$ cat src/rtl/sbs_pkg.sv
package sbs_pkg;
  localparam int LANE_BITS = 9;
  localparam int BEAT_W = 2;

  // Low address bits of a burst beat: XOR pattern or wrapping add.
  function automatic logic [BEAT_W-1:0] burst_offset(
    input logic [BEAT_W-1:0] first,
    input logic [BEAT_W-1:0] beat,
    input logic              interleave
  );
    logic [BEAT_W-1:0] r;
    if (interleave) r = first ^ beat;
    else            r = first + beat;
    return r;
  endfunction
endpackage

$ cat src/rtl/sbs_burst_ctrl.sv
module sbs_burst_ctrl
  import sbs_pkg::*;
#(
  parameter int ADDR_W = 6
) (
  input  logic              clk,
  input  logic              rst_n,
  input  logic              sel_n,
  input  logic              strobe_cpu_n,
  input  logic              strobe_ctl_n,
  input  logic              adv_n,
  input  logic              burst_ilv,
  input  logic [ADDR_W-1:0] addr,
  output logic              start_cpu,
  output logic              start_any,
  output logic              deselect,
  output logic              advance,
  output logic              busy,
  output logic              order_ilv,
  output logic              acc_go,
  output logic              acc_ro,
  output logic [ADDR_W-1:0] acc_addr
);
  localparam int HI_W = ADDR_W - BEAT_W;

  logic              start_ctl;
  logic [HI_W-1:0]   base_hi_q, base_hi_n;
  logic [BEAT_W-1:0] first_q, first_n;
  logic [BEAT_W-1:0] beat_q, beat_n;
  logic              ilv_q, ilv_n;
  logic              busy_q;

  // Strobe qualification: the processor strobe needs the select,
  // the controller strobe without select is a deselect.
  assign start_cpu = ~strobe_cpu_n & ~sel_n;
  assign start_ctl = ~strobe_ctl_n & ~sel_n;
  assign start_any = start_cpu | start_ctl;
  assign deselect  = sel_n & ~strobe_ctl_n;
  assign advance   = busy_q & ~start_any & ~deselect & ~adv_n;
  assign acc_go    = start_any | (busy_q & ~deselect);
  assign acc_ro    = start_cpu;
  assign busy      = busy_q;
  assign order_ilv = ilv_q;

  always_comb begin
    base_hi_n = base_hi_q;
    first_n   = first_q;
    beat_n    = beat_q;
    ilv_n     = ilv_q;
    if (start_any) begin
      base_hi_n = addr[ADDR_W-1:BEAT_W];
      first_n   = addr[BEAT_W-1:0];
      beat_n    = '0;
      ilv_n     = burst_ilv;
    end else if (advance) begin
      beat_n = beat_q + 1'b1;
    end
  end

  assign acc_addr = {base_hi_n, burst_offset(first_n, beat_n, ilv_n)};

  always_ff @(posedge clk or negedge rst_n) begin
    if (!rst_n) begin
      busy_q    <= 1'b0;
      base_hi_q <= '0;
      first_q   <= '0;
      beat_q    <= '0;
      ilv_q     <= 1'b0;
    end else begin
      busy_q    <= acc_go;
      base_hi_q <= base_hi_n;
      first_q   <= first_n;
      beat_q    <= beat_n;
      ilv_q     <= ilv_n;
    end
  end
endmodule

$ cat src/rtl/sbs_lane_array.sv
module sbs_lane_array
  import sbs_pkg::*;
#(
  parameter int ADDR_W = 6,
  parameter int LANES  = 2
) (
  input  logic                       clk,
  input  logic [LANES-1:0]           wr_lanes,
  input  logic                       rd_en,
  input  logic [ADDR_W-1:0]          addr,
  input  logic [LANES*LANE_BITS-1:0] wdata,
  output logic [LANES*LANE_BITS-1:0] rdata
);
  localparam int DEPTH = 1 << ADDR_W;

  for (genvar g = 0; g < LANES; g++) begin : g_lane
    logic [LANE_BITS-1:0] cells [DEPTH];
    logic [LANE_BITS-1:0] rd_q;

    always_ff @(posedge clk) begin
      if (wr_lanes[g]) cells[addr] <= wdata[g*LANE_BITS +: LANE_BITS];
      if (rd_en)       rd_q        <= cells[addr];
    end

    assign rdata[g*LANE_BITS +: LANE_BITS] = rd_q;
  end
endmodule

$ cat src/rtl/sync_burst_sram.sv
module sync_burst_sram
  import sbs_pkg::*;
#(
  parameter int ADDR_W = 6,
  parameter int LANES  = 2
) (
  input  logic                       clk,
  input  logic                       rst_n,
  input  logic                       sel_n,
  input  logic                       strobe_cpu_n,
  input  logic                       strobe_ctl_n,
  input  logic                       adv_n,
  input  logic                       burst_ilv,
  input  logic [ADDR_W-1:0]          addr,
  input  logic                       gwr_n,
  input  logic [LANES-1:0]           bwr_n,
  input  logic                       oe_n,
  input  logic [LANES*LANE_BITS-1:0] d,
  output logic [LANES*LANE_BITS-1:0] q,
  output logic                       q_drv
);
  localparam int DATA_W = LANES * LANE_BITS;

  // Named internal events, visible to the bound checker.
  logic              start_cpu, start_any, deselect, advance, busy, order_ilv;
  logic              acc_go, acc_ro;
  logic [ADDR_W-1:0] acc_addr;
  logic              wr_req;
  logic [LANES-1:0]  wr_mask;

  // Stage 1: registered access; stage 2: output register.
  logic              s1_rd, s1_wr;
  logic [ADDR_W-1:0] s1_addr;
  logic [DATA_W-1:0] s1_data;
  logic [LANES-1:0]  s1_mask;
  logic [LANES-1:0]  arr_wr_lanes;
  logic [DATA_W-1:0] rd_data;
  logic              q_valid;

  sbs_burst_ctrl #(.ADDR_W(ADDR_W)) u_ctrl (
    .clk          (clk),
    .rst_n        (rst_n),
    .sel_n        (sel_n),
    .strobe_cpu_n (strobe_cpu_n),
    .strobe_ctl_n (strobe_ctl_n),
    .adv_n        (adv_n),
    .burst_ilv    (burst_ilv),
    .addr         (addr),
    .start_cpu    (start_cpu),
    .start_any    (start_any),
    .deselect     (deselect),
    .advance      (advance),
    .busy         (busy),
    .order_ilv    (order_ilv),
    .acc_go       (acc_go),
    .acc_ro       (acc_ro),
    .acc_addr     (acc_addr)
  );

  assign wr_req  = acc_go & ~acc_ro & (~gwr_n | ~&bwr_n);
  assign wr_mask = gwr_n ? ~bwr_n : '1;

  always_ff @(posedge clk or negedge rst_n) begin
    if (!rst_n) begin
      s1_rd   <= 1'b0;
      s1_wr   <= 1'b0;
      s1_addr <= '0;
      s1_data <= '0;
      s1_mask <= '0;
    end else begin
      s1_rd   <= acc_go & ~wr_req;
      s1_wr   <= wr_req;
      s1_addr <= acc_addr;
      s1_data <= d;
      s1_mask <= wr_mask;
    end
  end

  assign arr_wr_lanes = s1_wr ? s1_mask : '0;

  sbs_lane_array #(.ADDR_W(ADDR_W), .LANES(LANES)) u_array (
    .clk      (clk),
    .wr_lanes (arr_wr_lanes),
    .rd_en    (s1_rd),
    .addr     (s1_addr),
    .wdata    (s1_data),
    .rdata    (rd_data)
  );

  always_ff @(posedge clk or negedge rst_n) begin
    if (!rst_n) q_valid <= 1'b0;
    else        q_valid <= s1_rd;
  end

  assign q     = rd_data;
  assign q_drv = q_valid & ~oe_n;
endmodule

$ cat config.mk
export PLATFORM = sky130hd
export DESIGN_NAME = sync_burst_sram
export DESIGN_NICKNAME = d
export VERILOG_FILES = /design/src/rtl/sbs_pkg.sv /design/src/rtl/sbs_burst_ctrl.sv /design/src/rtl/sbs_lane_array.sv /design/src/rtl/sync_burst_sram.sv
export SDC_FILE = /design/constraint.sdc
export NUM_CORES = 1
export LEC_CHECK = 0
export BUFFER_PORTS_ARGS = -buffer_cell sky130_fd_sc_hd__buf_2
export CORE_MARGIN = 2
export CORE_UTILIZATION = 39
export DETAILED_ROUTE_END_ITERATION = 8
export PLACE_DENSITY = 0.64
export SYNTH_ARGS = -nofsm -noshare
export SYNTH_HDL_FRONTEND = slang
export SYNTH_SLANG_ARGS = --single-unit
$ cat constraint.sdc
create_clock -name clk -period 2.4 [get_ports clk]
set_input_delay 0.12 -clock clk [delete_from_list [all_inputs] [get_ports clk]]
set_output_delay 0.12 -clock clk [all_outputs]
set_load 0.005 [all_outputs]
==> flow_metrics.env <==
export IMPL_htree_levels=3
export IMPL_path_delay_family="buffers and inverters"
export IMPL_hold_violations=0
export IMPL_port_buffers=53
export IMPL_ys_warn_count=0
export IMPL_end_kind="register"
export IMPL_cts_made_buffers=110
export IMPL_drc=0
export IMPL_syn_inst=2477
export IMPL_p_leak_nw=20.4
export IMPL_fp_dieW_um=349
export IMPL_drive_gt1_share_pct=37.2
export IMPL_period_minus_slack_ps=2640
export IMPL_via_per_inst=5.84
export IMPL_vias=28100
export IMPL_violations="setup timing"
export IMPL_tightest_slew_ps=905
export IMPL_outcome="complete, but fails checks"
export IMPL_async_flop_share_pct=2.90
export IMPL_syn_to_final_growth_pct=27.7
export IMPL_maxClockFrequency_mhz=379
export IMPL_r2r_start="s1_addr[1]$_DFF_PN0_"
export IMPL_ys_flop_type="edfxtp_1"
export IMPL_clock_latency_ps=720
export IMPL_cts_buffer_depth=3
export IMPL_finalSetupViolCount=18
export IMPL_fin_crit_sh_pct=110
export IMPL_gp_congestion=0.937
export IMPL_die_area_um2=122000
export IMPL_pre_cts_ws_ps=-449
export IMPL_post_drt_wl_per_cell_um=28.7
export IMPL_path_clk_slew_ps=70
export IMPL_die_height_um=349
export IMPL_coreArea_um2=118000
export IMPL_drt_iter0_drc=4216
export IMPL_synth_area_um2=46500
export IMPL_initial_utilization_pct=39.4
export IMPL_crit_required_ps=2830
export IMPL_root_buffer="clkbuf_16"
export IMPL_path_class="reg2reg"
export IMPL_synth_edf_count=1170
export IMPL_final_net_count=3211
export IMPL_grt_overflow_total=0
export IMPL_fin_util_pct=50.3
export IMPL_grt_usage_pct=21.9
export IMPL_synth_avg_cell_area_um2=18.8
export IMPL_routed_wl_mm=138
export IMPL_crit_path_max_fanout=9
export IMPL_num_io_pins=54
export IMPL_grt_pass1_vias=27600
export IMPL_power_density_nw_per_um2=875
export IMPL_worst_clock_skew_ps=38.2
export IMPL_critPathLaunchType="register"
export IMPL_slowest_stage="dfrtp_4"
export IMPL_setup_ws_ps=-239
export IMPL_cts_sinks=1205
export IMPL_cpPeakStageDelay_ps=580
export IMPL_synth_seq_cells=1205
export IMPL_final_area_um2=59400
export IMPL_crit_buf_inv=4
export IMPL_cap_viol_max_count=0
export IMPL_startpoint="s1_addr[1]$_DFF_PN0_"
export IMPL_grt_pass1_wl_mm=195
export IMPL_num_rows=126
export IMPL_ant_nets=0
export IMPL_antenna_found_initial=6
export IMPL_crit_chain="buf_12 > nor2b_4 > buf_4 > buf_4 > buf_4 > a22oi_2 > o22a_1 > o22ai_1 > or4b_1"
export IMPL_place_area_um2=52800
export IMPL_syn_nets=2513
export IMPL_hp_class="in2reg"
export IMPL_synthDistinctLibCells=61
export IMPL_max_vdd_ir_drop_v=0.000654
export IMPL_ff2ff_setup_slack_ps=-240
export IMPL_finalNonFillerCells=4809
export IMPL_cp_arrival_ps=3070
export IMPL_yosysSeqAreaShare_pct=77.4
export IMPL_dpl_hpwl_mm=88.6
export IMPL_hp_start="d[9]"
export IMPL_cts_tree="yes"
export IMPL_placed_cells=4457
export IMPL_maxSlewViolCount=0
export IMPL_grt_setup_unrepaired="true"
export IMPL_cp_common_cell="buf_4"
export IMPL_fillers=9382
export IMPL_grt_max_degree=65
export IMPL_slew_limit_headroom_pct=39.7
export IMPL_firstDrtPassIters=5
-- cell families after synthesis --
group	count (synthesis)	synth area share, %
AOI/OAI and AO/OA	368	5.62
muxes	404	11.8
xor gates and xnor gates	4	0.0753
buffers and inverters	162	1.82
adders and majority gates	1	0.0269
DFF	1205	77.4
and+or+nand+nor	333	3.32
-- routing by layer --
metal  part of all wire [%]  track usage [%]  vias up  wire (µm)
met3                     11             4.25      295      15000
met1                     39             30.9    14400      54200
met4                    3.2             7.13        0       4430
met2                     47             34.4     1833      64400
li1                       -                -    11500          -
met5                      0                0        -          0
-- area by class of cell --
type	instances	area, µm²	area share, %
flip-flops and latches	1205	36000	60.6
repair buffers	743	6970	11.7
clock inverters	75	903	1.52
clock buffers	133	2900	4.88
inverters	5	23.8	0.0400
diodes	2	5.00	0.00842
multi-input cells	1110	10700	17.9
well taps	1536	1920	3.23
-- worst reg2reg max path, cell delays in order, from the launching register on --
cell and delay [ps]:
dfrtp_4 580, buf_12 200, nor2b_4 140, buf_4 150, buf_4 150, buf_4 180, a22oi_2 180, o22a_1 180
o22ai_1 100, or4b_1 510
-- path summary, 6_finish.rpt --
check,endpoint,cells after the start
worst min-delay path,s1_data[9]$_DFF_PN0_,2
worst max register to register,u_array.g_lane[1].rd_q[1]$_DFFE_PP_,9
worst min register to register,q_valid$_DFF_PN0_,0
max in group asynchronous,u_ctrl.base_hi_q[0]$_DFFE_PN0N_,2
worst max-delay path,u_array.g_lane[1].rd_q[1]$_DFFE_PP_,9
min in group asynchronous,s1_data[0]$_DFF_PN0_,2
-- sequential cells by signal (all words and copies together), names as in the netlist, 2 cells and up --
signal and count:
s1_mask 2, s1_data 18, s1_addr 3, u_ctrl.beat_q 2, u_array.g_lane.cells 1152, u_ctrl.base_hi_q 3
u_ctrl.first_q 2, u_array.g_lane.rd_q 18
-- report_power, final --
part | switching, mW | internal [mW] | leakage, nW
combinational | 5.31 | 4.70 | 7.67
clock | 7.76 | 10.6 | 1.84
sequential | 0.277 | 23.4 | 10.9
total | 13.3 | 38.6 | 20.4
-- per-stage QoR --
step | TNS (ps) | hold slack (ps) | total power, mW
finish | -2430 | 58.8 | 52.0
global route | -3240 | 41.5 | 53.2
CTS | -1780 | 20.2 | 51.5
detailed placement | -55940 | 229 | 32.2
global placement | -41130 | 227 | 32.1
floorplan | -1300 | -176 | 27.9
-- cells in the mapped netlist (all sizes together), types with 5 or more instances --
| cell | number | area [µm²] |
|---|---|---|
| clkbuf | 42 | 158 |
| o22ai | 60 | 375 |
| mux2i | 236 | 2360 |
| a21oi | 45 | 225 |
| mux2 | 59 | 664 |
| and2 | 10 | 62.6 |
| o21ai | 41 | 205 |
| buf | 115 | 669 |
| a32oi | 8 | 70.1 |
| nand4 | 8 | 50.1 |
| mux4 | 109 | 2450 |
| nor2 | 157 | 592 |
| and3 | 11 | 68.8 |
| a22oi | 83 | 623 |
| o22a | 5 | 43.8 |
| nand3 | 31 | 155 |
| dfrtp | 35 | 876 |
| a22o | 18 | 158 |
| inv | 5 | 18.8 |
| nand2 | 69 | 262 |
| or4 | 5 | 37.5 |
| nor2b | 10 | 65.1 |
| nand3b | 5 | 37.5 |
| a211oi | 8 | 60.1 |
| a221oi | 61 | 534 |
| nand4b | 5 | 43.8 |
| o211ai | 9 | 67.6 |
| edfxtp | 1170 | 35100 |
-- cells in the final DEF, fill, tap and decap left out, types with 53 or more instances in the layout --
cell type  instances
a22oi_1           73
buf_12            65
buf_2             53
buf_4            481
buf_6             73
clkbuf_16        115
edfxtp_1        1170
mux2_2            57
mux2i_1          217
mux4_2           109
nand2_1           62
nor2_1           123
-- repair_timing --
| item | CTS | global route |
|---|---|---|
| pin swaps | 45 | 25 |
| hold endpoints to repair | 69 | 0 |
| endpoints found under the setup margin | 658 | 310 |
| hold buffers | 46 | 0 |
| buffers inserted | 57 | 19 |
| resized for setup | 196 | 160 |
| gates cloned | 12 | 12 |
(Power assumes the default switching activity.)
